[config.mk]
export PLATFORM = sky130hd
export DESIGN_NAME = pvic_ctrl
export DESIGN_NICKNAME = d
export VERILOG_FILES = /design/src/rtl/pvic_pkg.sv /design/src/rtl/pvic_src_cell.sv /design/src/rtl/pvic_arbiter.sv /design/src/rtl/pvic_ctrl.sv
export SDC_FILE = /design/constraint.sdc
export NUM_CORES = 1
export LEC_CHECK = 0
export BUFFER_PORTS_ARGS = -buffer_cell sky130_fd_sc_hd__buf_2
export CAP_MARGIN = 20
export CORE_MARGIN = 3
export CORE_UTILIZATION = 30
export CTS_CLUSTER_DIAMETER = 40
export CTS_CLUSTER_SIZE = 30
export DETAILED_ROUTE_END_ITERATION = 16
export GPL_TIMING_DRIVEN = 0
export PLACE_DENSITY = 0.56
export SLEW_MARGIN = 40
export SYNTH_ARGS = -nofsm -noshare
export SYNTH_HDL_FRONTEND = slang
export SYNTH_SLANG_ARGS = --single-unit
[constraint.sdc]
create_clock -name clk -period 123.8 [get_ports clk]
set_clock_uncertainty 0.15 [all_clocks]
set_input_delay 37.14 -clock clk [delete_from_list [all_inputs] [get_ports clk]]
set_output_delay 37.14 -clock clk [all_outputs]
set_load 0.02 [all_outputs]
[src/rtl/pvic_pkg.sv]
`timescale 1ns/1ps
package pvic_pkg;
    typedef enum logic [2:0] {
        OP_EN   = 3'd0,
        OP_DIS  = 3'd1,
        OP_SETP = 3'd2,
        OP_CLRP = 3'd3,
        OP_PRIO = 3'd4
    } cfg_op_e;

    typedef enum logic [1:0] {
        ST_IDLE  = 2'd0,
        ST_RUN   = 2'd1,
        ST_OFFER = 2'd2
    } ctl_state_e;
endpackage

[src/rtl/pvic_src_cell.sv]
`timescale 1ns/1ps
module pvic_src_cell #(
    parameter int PRIO_W = 4
) (
    input  logic              clk,
    input  logic              rst_n,
    input  logic              irq_i,
    input  logic              en_set,
    input  logic              en_clr,
    input  logic              set_pend,
    input  logic              clr_pend,
    input  logic              prio_we,
    input  logic [PRIO_W-1:0] prio_val,
    input  logic              take,
    input  logic              ret,
    output logic              en_o,
    output logic [PRIO_W-1:0] prio_o,
    output logic              pend_o,
    output logic              act_o
);
    logic irq_q;

    always_ff @(posedge clk or negedge rst_n) begin
        if (!rst_n) begin
            irq_q  <= 1'b0;
            en_o   <= 1'b0;
            prio_o <= '0;
            pend_o <= 1'b0;
            act_o  <= 1'b0;
        end else begin
            irq_q <= irq_i;
            if (en_set)       en_o <= 1'b1;
            else if (en_clr)  en_o <= 1'b0;
            if (prio_we)      prio_o <= prio_val;
            if (take) begin
                pend_o <= 1'b0;
                act_o  <= 1'b1;
            end else if (ret) begin
                act_o  <= 1'b0;
                pend_o <= pend_o | irq_i | set_pend;
            end else if (set_pend || (irq_i && !act_o) || (irq_i && !irq_q)) begin
                pend_o <= 1'b1;
            end else if (clr_pend && !irq_i) begin
                pend_o <= 1'b0;
            end
        end
    end
endmodule

[src/rtl/pvic_arbiter.sv]
`timescale 1ns/1ps
module pvic_arbiter #(
    parameter int NUM_SRC    = 35,
    parameter int PRIO_W     = 4,
    parameter int GROUP_BITS = 2,
    localparam int VEC_W     = $clog2(NUM_SRC + 1),
    localparam int KEY_W     = GROUP_BITS + 1
) (
    input  logic [NUM_SRC-1:0]        pend,
    input  logic [NUM_SRC-1:0]        act,
    input  logic [NUM_SRC-1:0]        en,
    input  logic [NUM_SRC*PRIO_W-1:0] prio_flat,
    input  logic                      nmi_pend,
    input  logic                      nmi_act,
    output logic                      win_valid,
    output logic [VEC_W-1:0]          win_vec,
    output logic [KEY_W-1:0]          win_key
);
    logic [PRIO_W-1:0] cur;
    logic [PRIO_W-1:0] best;

    always_comb begin
        win_valid = 1'b0;
        win_vec   = '0;
        best      = '1;
        cur       = '0;
        for (int i = 0; i < NUM_SRC; i++) begin
            cur = prio_flat[i*PRIO_W +: PRIO_W];
            if (pend[i] && en[i] && !act[i] && (!win_valid || cur < best)) begin
                win_valid = 1'b1;
                best      = cur;
                win_vec   = VEC_W'(i);
            end
        end
        win_key = {1'b1, best[PRIO_W-1 -: GROUP_BITS]};
        if (nmi_pend && !nmi_act) begin
            win_valid = 1'b1;
            win_vec   = VEC_W'(NUM_SRC);
            win_key   = '0;
        end
    end
endmodule

[src/rtl/pvic_ctrl.sv]
`timescale 1ns/1ps
module pvic_ctrl
    import pvic_pkg::*;
#(
    parameter int NUM_SRC    = 35,
    parameter int PRIO_W     = 4,
    parameter int GROUP_BITS = 2,
    localparam int IDX_W     = $clog2(NUM_SRC),
    localparam int VEC_W     = $clog2(NUM_SRC + 1)
) (
    input  logic               clk,
    input  logic               rst_n,
    input  logic [NUM_SRC-1:0] irq_i,
    input  logic               nmi_i,
    input  logic               cfg_we,
    input  logic [2:0]         cfg_op,
    input  logic [IDX_W-1:0]   cfg_idx,
    input  logic [PRIO_W-1:0]  cfg_val,
    input  logic               ack_i,
    input  logic               eoi_i,
    output logic               req_o,
    output logic [VEC_W-1:0]   vec_o,
    output logic [NUM_SRC-1:0] pend_o,
    output logic [NUM_SRC-1:0] act_o
);
    localparam int KEY_W = GROUP_BITS + 1;
    localparam int DEPTH = (1 << GROUP_BITS) + 1;
    localparam int SP_W  = $clog2(DEPTH + 1);
    localparam logic [VEC_W-1:0] NMI_VEC = VEC_W'(NUM_SRC);

    ctl_state_e state, nxt;
    cfg_op_e    op;

    logic [VEC_W-1:0] vec_q;
    logic [KEY_W-1:0] key_q;
    logic [VEC_W-1:0] stk_vec [DEPTH];
    logic [KEY_W-1:0] stk_key [DEPTH];
    logic [SP_W-1:0]  sp, post_sp;

    logic [NUM_SRC-1:0]        en_v;
    logic [NUM_SRC*PRIO_W-1:0] prio_flat;
    logic nmi_q, nmi_pend, nmi_act;

    logic             win_valid;
    logic [VEC_W-1:0] win_vec;
    logic [KEY_W-1:0] win_key;
    logic             push, pop, preempt_ok;
    logic [VEC_W-1:0] top_vec;
    logic [KEY_W-1:0] post_key;

    assign op = cfg_op_e'(cfg_op);

    for (genvar i = 0; i < NUM_SRC; i++) begin : g_cell
        logic hit;
        assign hit = cfg_we && (cfg_idx == IDX_W'(i));
        pvic_src_cell #(.PRIO_W(PRIO_W)) u_cell (
            .clk      (clk),
            .rst_n    (rst_n),
            .irq_i    (irq_i[i]),
            .en_set   (hit && (op == OP_EN)),
            .en_clr   (hit && (op == OP_DIS)),
            .set_pend (hit && (op == OP_SETP)),
            .clr_pend (hit && (op == OP_CLRP)),
            .prio_we  (hit && (op == OP_PRIO)),
            .prio_val (cfg_val),
            .take     (push && (vec_q == VEC_W'(i))),
            .ret      (pop && (top_vec == VEC_W'(i))),
            .en_o     (en_v[i]),
            .prio_o   (prio_flat[i*PRIO_W +: PRIO_W]),
            .pend_o   (pend_o[i]),
            .act_o    (act_o[i])
        );
    end

    pvic_arbiter #(
        .NUM_SRC    (NUM_SRC),
        .PRIO_W     (PRIO_W),
        .GROUP_BITS (GROUP_BITS)
    ) u_arb (
        .pend      (pend_o),
        .act       (act_o),
        .en        (en_v),
        .prio_flat (prio_flat),
        .nmi_pend  (nmi_pend),
        .nmi_act   (nmi_act),
        .win_valid (win_valid),
        .win_vec   (win_vec),
        .win_key   (win_key)
    );

    // Stack view after this cycle's return, used for the preemption test.
    always_comb begin
        push       = (state == ST_OFFER) && ack_i;
        pop        = eoi_i && (sp != '0) && !push;
        top_vec    = (sp != '0) ? stk_vec[sp - SP_W'(1)] : '0;
        post_sp    = pop ? (sp - SP_W'(1)) : sp;
        post_key   = (post_sp != '0) ? stk_key[post_sp - SP_W'(1)] : '1;
        preempt_ok = win_valid && ((post_sp == '0) || (win_key < post_key));
    end

    always_comb begin
        nxt = state;
        unique case (state)
            ST_IDLE:  if (preempt_ok) nxt = ST_OFFER;
            ST_RUN: begin
                if (preempt_ok)          nxt = ST_OFFER;
                else if (post_sp == '0)  nxt = ST_IDLE;
            end
            ST_OFFER: begin
                if (push)                nxt = ST_RUN;
                else if (!preempt_ok)    nxt = (post_sp == '0) ? ST_IDLE : ST_RUN;
            end
            default:                     nxt = ST_IDLE;
        endcase
    end

    always_ff @(posedge clk or negedge rst_n) begin
        if (!rst_n) state <= ST_IDLE;
        else        state <= nxt;
    end

    always_ff @(posedge clk or negedge rst_n) begin
        if (!rst_n) begin
            vec_q    <= '0;
            key_q    <= '0;
            sp       <= '0;
            nmi_q    <= 1'b0;
            nmi_pend <= 1'b0;
            nmi_act  <= 1'b0;
            for (int j = 0; j < DEPTH; j++) begin
                stk_vec[j] <= '0;
                stk_key[j] <= '0;
            end
        end else begin
            if (preempt_ok && !push) begin
                vec_q <= win_vec;
                key_q <= win_key;
            end
            if (push) begin
                stk_vec[sp] <= vec_q;
                stk_key[sp] <= key_q;
                sp          <= sp + SP_W'(1);
            end else if (pop) begin
                sp <= sp - SP_W'(1);
            end
            nmi_q <= nmi_i;
            if (push && (vec_q == NMI_VEC)) begin
                nmi_pend <= 1'b0;
                nmi_act  <= 1'b1;
            end else begin
                if (pop && (top_vec == NMI_VEC)) nmi_act  <= 1'b0;
                if (nmi_i && !nmi_q)             nmi_pend <= 1'b1;
            end
        end
    end

    always_comb begin
        req_o = (state == ST_OFFER);
        vec_o = vec_q;
    end
endmodule

# Word level (Yosys, flattened, before mapping)
# Cells that the tools add are included.
[totals]
input_bits = 54
wordCells = 1696
ff_bits = 342
[classes]
n_bitwise = 73
addsub = 3
n_reduce_logical = 862
mux = 414
order_cmp = 39
eq_ne = 113
[ops]
columns = ["operator", "count"]
rows = [
  ["1-bit logical AND", 499],
  ["1-bit 2-to-1 mux", 322],
  ["6-bit by 5-bit == test with 1-bit output (second input constant)", 48],
  ["4-bit 2-to-1 mux", 43],
  ["6-bit by 4-bit == test with 1-bit output (second input constant)", 24],
  ["2-bit nonzero test", 72],
  ["1-bit zero test", 142],
  ["4-bit nonzero test", 35],
  ["4-bit less-than comparator", 34],
  ["1-bit logical OR", 105],
  ["5-bit 2-to-1 mux", 16],
  ["6-bit by 3-bit == test with 1-bit output (second input constant)", 12],
  ["1-bit bitwise OR", 70],
  ["6-bit == test (second input constant)", 11],
  ["6-bit 2-to-1 mux", 8],
  ["6-bit by 2-bit == test with 1-bit output (second input constant)", 6],
  ["3-bit 2-to-1 mux", 11],
  ["30-bit bitwise mux", 1],
  ["6-bit binary-select mux with 3-bit select", 1],
  ["6-bit demux with 3-bit select", 1],
  ["6-bit by 1-bit == test with 1-bit output (second input constant)", 3],
  ["6-bit zero test", 3],
  ["15-bit bitwise mux", 1],
  ["2-bit 2-to-1 mux", 7],
  ["20 further kinds", 29],
]

# Longest topological paths before layout
[depth]
ltp_word = 146
mapped_depth = 290

# Hierarchy
# From an unflattened synthesis, not the netlist that was laid out.
[hier_totals]
hier_cells = 2717
area_unflattened_um2 = 23976.7
[modules_own_cells]
columns = ["module", "area_per_inst_um2", "seq_area_each_um2", "cells_each", "n_inst"]
rows = [
  ["pvic_src_cell", 297.8, 200.2, 22, 35],
  ["pvic_arbiter", 8637.0, 0.0, 1314, 1],
  ["pvic_ctrl", 4917.2, 1551.5, 633, 1],
]

# Worst setup path after synthesis
# OpenSTA, ideal clock, no wires.
[synth_path]
kind = "flip-flop to flip-flop"
start = "register g_cell[0].u_cell.act_o"
end = "register key_q[0]"
required_time_ps = 123525
synth_period_minus_slack_ps = 47753
path_buffers = 9
arrival_time_ps = 47478
stages_incl_launch_ff = 267
slack_ps = 76047
setup_time_ps = 125
path_cell_list = "dfrtp_1 -> nand3b_1 -> nor2_1 -> ha_1 -> and3b_1 -> nor3_1 -> a21o_1 -> nand2_1 -> o21ai_0 -> inv_1 -> ha_1 -> a21boi_1 -> nand4_1 -> a22o_1 -> and2_1 -> o21ai_0 -> inv_1 -> ha_1 -> [... 231 more ...] -> a21oi_1 -> a221oi_1 -> o31ai_1 -> nand2_1 -> nand2_1 -> nand2_1 -> ha_1 -> or4_1 -> nor3_1 -> a21boi_0 -> and2_1 -> a31o_2 -> ha_1 -> or3_1 -> nor2_1 -> a21oi_1 -> a21oi_4 -> mux2_4"
[synth_via]
elab_chain_len = 144
word_cells_on_any_way = 214
classes_between = "order compare (35); mux (72); reduce/logical (107)"
[synth_rtl]
columns = ["element", "line_no", "text"]
rows = [
  ["from (decl)", "pvic_src_cell.sv:19", "output logic act_o"],
  ["from (signal assigned)", "pvic_src_cell.sv:29", "act_o <= 1'b0;"],
  ["from (signal assigned)", "pvic_src_cell.sv:37", "act_o <= 1'b1;"],
  ["from (signal assigned)", "pvic_src_cell.sv:39", "act_o <= 1'b0;"],
  ["1-bit zero test *", "pvic_arbiter.sv:29", "if (pend[i] && en[i] && !act[i] && (!win_valid || cur < best)) begin"],
  ["1-bit logical AND *", "pvic_arbiter.sv:29", ""],
  ["4-bit 2-to-1 mux / 1-bit 2-to-1 mux (equally long branches)", "pvic_arbiter.sv:29", ""],
  ["4-bit less-than comparator / 1-bit zero test (equally long branches)", "pvic_arbiter.sv:29", ""],
  ["1-bit logical OR", "pvic_arbiter.sv:29", ""],
  ["1-bit logical AND", "pvic_arbiter.sv:29", ""],
  ["4-bit 2-to-1 mux / 1-bit 2-to-1 mux (equally long branches)", "pvic_arbiter.sv:29", ""],
  ["4-bit less-than comparator / 1-bit zero test (equally long branches)", "pvic_arbiter.sv:29", ""],
  ["[... 129 more ...]", "-", ""],
  ["1-bit logical AND", "pvic_arbiter.sv:29", ""],
  ["4-bit 2-to-1 mux *", "pvic_arbiter.sv:29", ""],
  ["3-bit 2-to-1 mux *", "pvic_arbiter.sv:36", "if (nmi_pend && !nmi_act) begin"],
  ["net u_arb.win_key[1]", "pvic_arbiter.sv:17", "output logic [KEY_W-1:0] win_key"],
  ["3-bit less-than comparator *", "pvic_ctrl.sv:98", "preempt_ok = win_valid && ((post_sp == '0) || (win_key < post_key));"],
  ["1-bit logical OR *", "pvic_ctrl.sv:98", ""],
  ["1-bit logical AND *", "pvic_ctrl.sv:98", ""],
  ["1-bit logical AND *", "pvic_ctrl.sv:135", "if (preempt_ok && !push) begin"],
  ["to (signal assigned)", "pvic_ctrl.sv:137", "key_q <= win_key;"],
  ["to (decl)", "pvic_ctrl.sv:35", "logic [KEY_W-1:0] key_q;"],
]
# Mark *: on every way through the listed nets, which the timed path passes. The rest lies on a longest branch.
# A chain may end at the register's enable or synchronous reset.

# Worst setup path in the final report
[layout_path]
start = "register g_cell[0].u_cell.pend_o"
end = "register key_q[0]"
[layout_via]
elab_chain_len = 144
word_cells_on_any_way = 214
classes_between = "order compare (35); mux (72); reduce/logical (107)"
[layout_rtl]
columns = ["element", "line_no", "text"]
rows = [
  ["from (decl)", "pvic_src_cell.sv:18", "output logic pend_o,"],
  ["from (signal assigned)", "pvic_src_cell.sv:40", "pend_o <= pend_o | irq_i | set_pend;"],
  ["1-bit logical AND * (2 in a row)", "pvic_arbiter.sv:29", ""],
  ["4-bit 2-to-1 mux / 1-bit 2-to-1 mux (equally long branches)", "pvic_arbiter.sv:29", ""],
  ["4-bit less-than comparator / 1-bit zero test (equally long branches)", "pvic_arbiter.sv:29", ""],
  ["1-bit logical OR", "pvic_arbiter.sv:29", ""],
  ["1-bit logical AND", "pvic_arbiter.sv:29", ""],
  ["4-bit 2-to-1 mux / 1-bit 2-to-1 mux (equally long branches)", "pvic_arbiter.sv:29", ""],
  ["4-bit less-than comparator / 1-bit zero test (equally long branches)", "pvic_arbiter.sv:29", ""],
  ["1-bit logical OR", "pvic_arbiter.sv:29", ""],
  ["[... 128 more ...]", "-", ""],
  ["1-bit logical AND", "pvic_arbiter.sv:29", ""],
  ["4-bit 2-to-1 mux *", "pvic_arbiter.sv:29", ""],
  ["3-bit 2-to-1 mux *", "pvic_arbiter.sv:36", ""],
  ["net u_arb.win_key[1]", "pvic_arbiter.sv:17", ""],
  ["3-bit less-than comparator *", "pvic_ctrl.sv:98", ""],
  ["1-bit logical OR *", "pvic_ctrl.sv:98", ""],
  ["1-bit logical AND *", "pvic_ctrl.sv:98", ""],
  ["1-bit logical AND *", "pvic_ctrl.sv:135", ""],
]
# Marked as above.

==> run summary <==
The logs give 8,085 for the count of filler cells inserted in the layout and 102 for the total number of placement rows. Clock root buffer master: clkbuf_16. The die is 288.4 µm wide. The run gives 21,280 as the number of global-route vias before repair.

The worst setup path is launched from a flip-flop. For the total global routing track utilization, the log shows 20.51%. In the post-synthesis netlist, the biggest area contributors are dfrtp_1 (36%), mux2_2 (7.4%), nand2_1 (4.7%), a21oi_1 (4.5%), nor2_1 (4.3%). Max-cap violations in this run came to 0. Critical path class: flip-flop to flip-flop. Adding up every negative setup slack in the final design gives 0 ps.

At the worst endpoint, the arrival time is 56,180 ps. For the pin with the worst max-slew slack, the measured transition is 898.5 ps. After layout, the minimum clock period comes to 55,880 ps. The slowest stage of the critical path belongs to the cell or4_4. Sequential elements use 35.76% of the synthesized area. At the end of routability-driven placement, the weighted congestion stood at 0.9380. The run gives 30.59% as the initial core utilization. Leading cell type by number of instances after synthesis: dfrtp_1. Clock sink count: 342.

In this run the worst setup path begins at g_cell[0].u_cell.pend_o$_DFFE_PN0P_. The cell family contributing the most delay on the critical path is compound AO/OA/AOI/OAI gates. The worst-case clock buffer depth is 3. STA classifies the critical path endpoint as a flip-flop. For the via total after detailed routing, the log shows 22,480. The tools report the net count reported at finish as 3,073.

At the worst endpoint, the required time is 124,110 ps. The final critical-path share of the clock period was 45.13%; the number of slew-limit violations in the final report was 0. The maximum resistive drop on vdd is 0.00001626 V.

Relative to the synthesized area, the layout overhead comes to 19.40%. For the aggregate global routing overflow, the log shows 0. The first detailed-routing pass ran for 6 iterations. The cell area that synthesis handed to floorplanning was 0.02393 mm².

Clock-pin slew was measured on the worst setup and hold paths at 50 ps. For this design the static power due to leakage is 12.47 nW. In the routed layout, each cell is associated on average with a via count of 5.508.

The average instance in the mapped netlist occupies 8.639 µm². Summed over all nets, the half-perimeter wirelength after detailed placement is 66,450 µm. Once detail routing completed, the nets flagged for antenna violations numbered 0. Power spread over the standard cell area amounts to 21.12 mW/mm².

Prevailing post-synth register cell: dfrtp_1. Setup repair after global routing left no endpoint under its margin. The detailed router finished its first iteration with 2,156 violations.

Entering global routing, the biggest net connects 69 pins. The flow ran to the end, and the final reports show no timing, DRC or antenna violations. The number of buffers inserted for hold repair after clock tree synthesis came out at 0.

The initial antenna violation count was 24; the TritonCTS buffer count was 69. The count of input and output buffers is 127. In this design, the critical path's most frequently occurring cell is ha_1. For the end-of-flow core utilization, the log shows 36.52%. The H-tree was split into 3 levels. The synthesized design devotes to its leading area cell type 35.76% of total area.

The number of standard cells after synthesis was 2,770. Counting flops with an async set or reset pin after synthesis yields a share of 100.0%. The region available for standard cell placement spans 0.07823 mm². The logs give 17.90 MHz for the maximum operating frequency and 610 ps for the source-to-sink clock delay at the later pin of the worst-skew pair.

For this run, the number of Yosys warnings is 0. The post-detailed-route DRC marker count is 0. Once the clock tree was built, the setup fixing pass inserted 0 buffers. By count the netlist is led by dfrtp_1 (342), nand2_1 (299), nor2_1 (276). Cell type with the highest aggregate area in the netlist: dfrtp_1. TritonCTS built the clock tree. The tools report the die area as 0.08319 mm².

The number of different library cells in the post-synthesis netlist was 125. The total of flip-flops plus latches after synthesis was 342. The die is 288.4 µm tall. In the final routed layout, each cell accounts on average for 21.33 µm.

The relative slew slack is 40.10%, and the number of flops mapped to enable cells by yosys is 0. The share of final-layout standard cells stronger than drive strength 1 is 20.91%, and the peak per-stage delay on the critical path is 550 ps. Setup violations remaining at the end of the flow were counted as 0.

For the final number of hold-violating endpoints, the log shows 0. The class of the most critical hold timing path was flip-flop to flip-flop. Counting every net in the synthesized netlist gives 2,870. The startpoint identified for the worst hold timing path is stk_vec[17]$_DFFE_PN0P_. The reg-to-reg critical path startpoint was g_cell[0].u_cell.pend_o$_DFFE_PN0P_.

The I/O pin count is 131, and the total buffers and inverters traversed by the critical path is 35. Gates resized during post-CTS repair numbered 0. The first global-routing pass estimated 130,700 µm of wire. Maximum fanout count along the critical path: 10. The final layout contains routed wiring with a total length of 87,030 µm.
==> cell families (layout without fill, tap and decap cells) <==
family / after synthesis / after routing / share of synthesized area [%]
AO/OA/AOI/OAI: 847 / 847 / 24.69
XOR/XNOR: 27 / 27 / 1.020
adder cells (fa/ha/maj): 64 / 64 / 3.163
buffers and inverters: 296 / 553 / 5.846
flip-flops: 342 / 342 / 35.76
multiplexers: 209 / 209 / 9.804
other: 0 / 14 / 0
AND/OR/NAND/NOR: 985 / 985 / 19.72
==> worst register-to-register path, delay by kind of cell (launching register included) <==
kind | cells | cell delay (ps)
AO/OA/AOI/OAI | 97 | 20110
AND/OR/NAND/NOR | 91 | 18370
adder cells (fa/ha/maj) | 34 | 9740
buffers and inverters | 35 | 3840
multiplexers | 11 | 3030
flip-flops | 1 | 480
==> where the power goes <==
group | leakage [nW] | internal (W) | switching, W
sequential | 4.20 | 0.000127 | 0.0000134
combinational | 7.06 | 0.0000991 | 0.000163
clock | 1.21 | 0.000133 | 0.0000681
==> cell type report <==
type                       instances  area (µm²)  area share [%]
sequential                       342        8558           29.95
clock buffer                      81        1884           6.595
timing repair buffer             132       783.3           2.741
inverter                         140       525.5           1.839
multi-input combinational       2132       14010           49.03
antenna                           14       35.03          0.1226
buffer                           156       885.9           3.100
tap                             1040        1301           4.554
clock inverter                    44       590.6           2.067
==> per-layer routing <==
metal | track usage [%] | vias up | wire [µm]
met5 | 0 | - | 84
met4 | 8.435 | 12 | 3301
met3 | 3.978 | 182 | 6946
met2 | 31.36 | 810 | 37870
met1 | 28.33 | 10900 | 38830
li1 | - | 10570 | -
==> through the flow <==
stage	setup WS (ps)	instance area, µm²	power [W]	hold slack [ps]	cells
final	67920	28570	0.0006034	327.4	4081
after global routing	62610	28550	0.0006404	355.1	4071
after CTS	68060	28530	0.0006038	331.5	4067
after detailed placement	68360	26060	0.0004001	320.6	3942
after global placement	68350	25870	0.0003972	310.7	3937
after floorplan	76050	23930	0.0003266	299.2	2770
==> final timing paths <==
kind                                                           endpoint  slack (ps)  cells past startpoint
worst min-delay path                            stk_vec[17]$_DFFE_PN0P_         330                      2
worst min register to register                  stk_vec[17]$_DFFE_PN0P_         330                      2
worst max register to register                     key_q[0]$_DFFE_PN0P_       67920                    268
max in group asynchronous       g_cell[11].u_cell.prio_o[0]$_DFFE_PN0P_       85890                      4
worst max-delay path                               key_q[0]$_DFFE_PN0P_       67920                    268
min in group asynchronous                        stk_key[8]$_DFFE_PN0P_       36270                      1
==> registers in the layout, indices dropped and copies added (netlist names), 6 cells and up <==
name / count
vec_o: 6
g_cell.u_cell.prio_o: 140
stk_key: 15
g_cell.u_cell.pend_o: 35
g_cell.u_cell.act_o: 35
g_cell.u_cell.irq_q: 35
stk_vec: 30
g_cell.u_cell.en_o: 35
==> layout by cell type (no fill, tap or decap), types with 30 or more instances in the layout <==
cell         n
mux2_2     157
or2_2       30
a21o_1      30
buf_4       73
inv_1      140
o21ai_0    168
mux2i_1     38
buf_2      131
a31oi_1     46
dfrtp_1    342
clkbuf_1    67
nand3_1     79
o21a_1      34
nand2_1    299
nand2b_1    44
ha_1        46
clkbuf_16   71
o22ai_1     30
nor3_1      47
a211oi_1    32
nor2_1     275
a21oi_1    214
No activity file was read; power rests on OpenSTA's default activity.
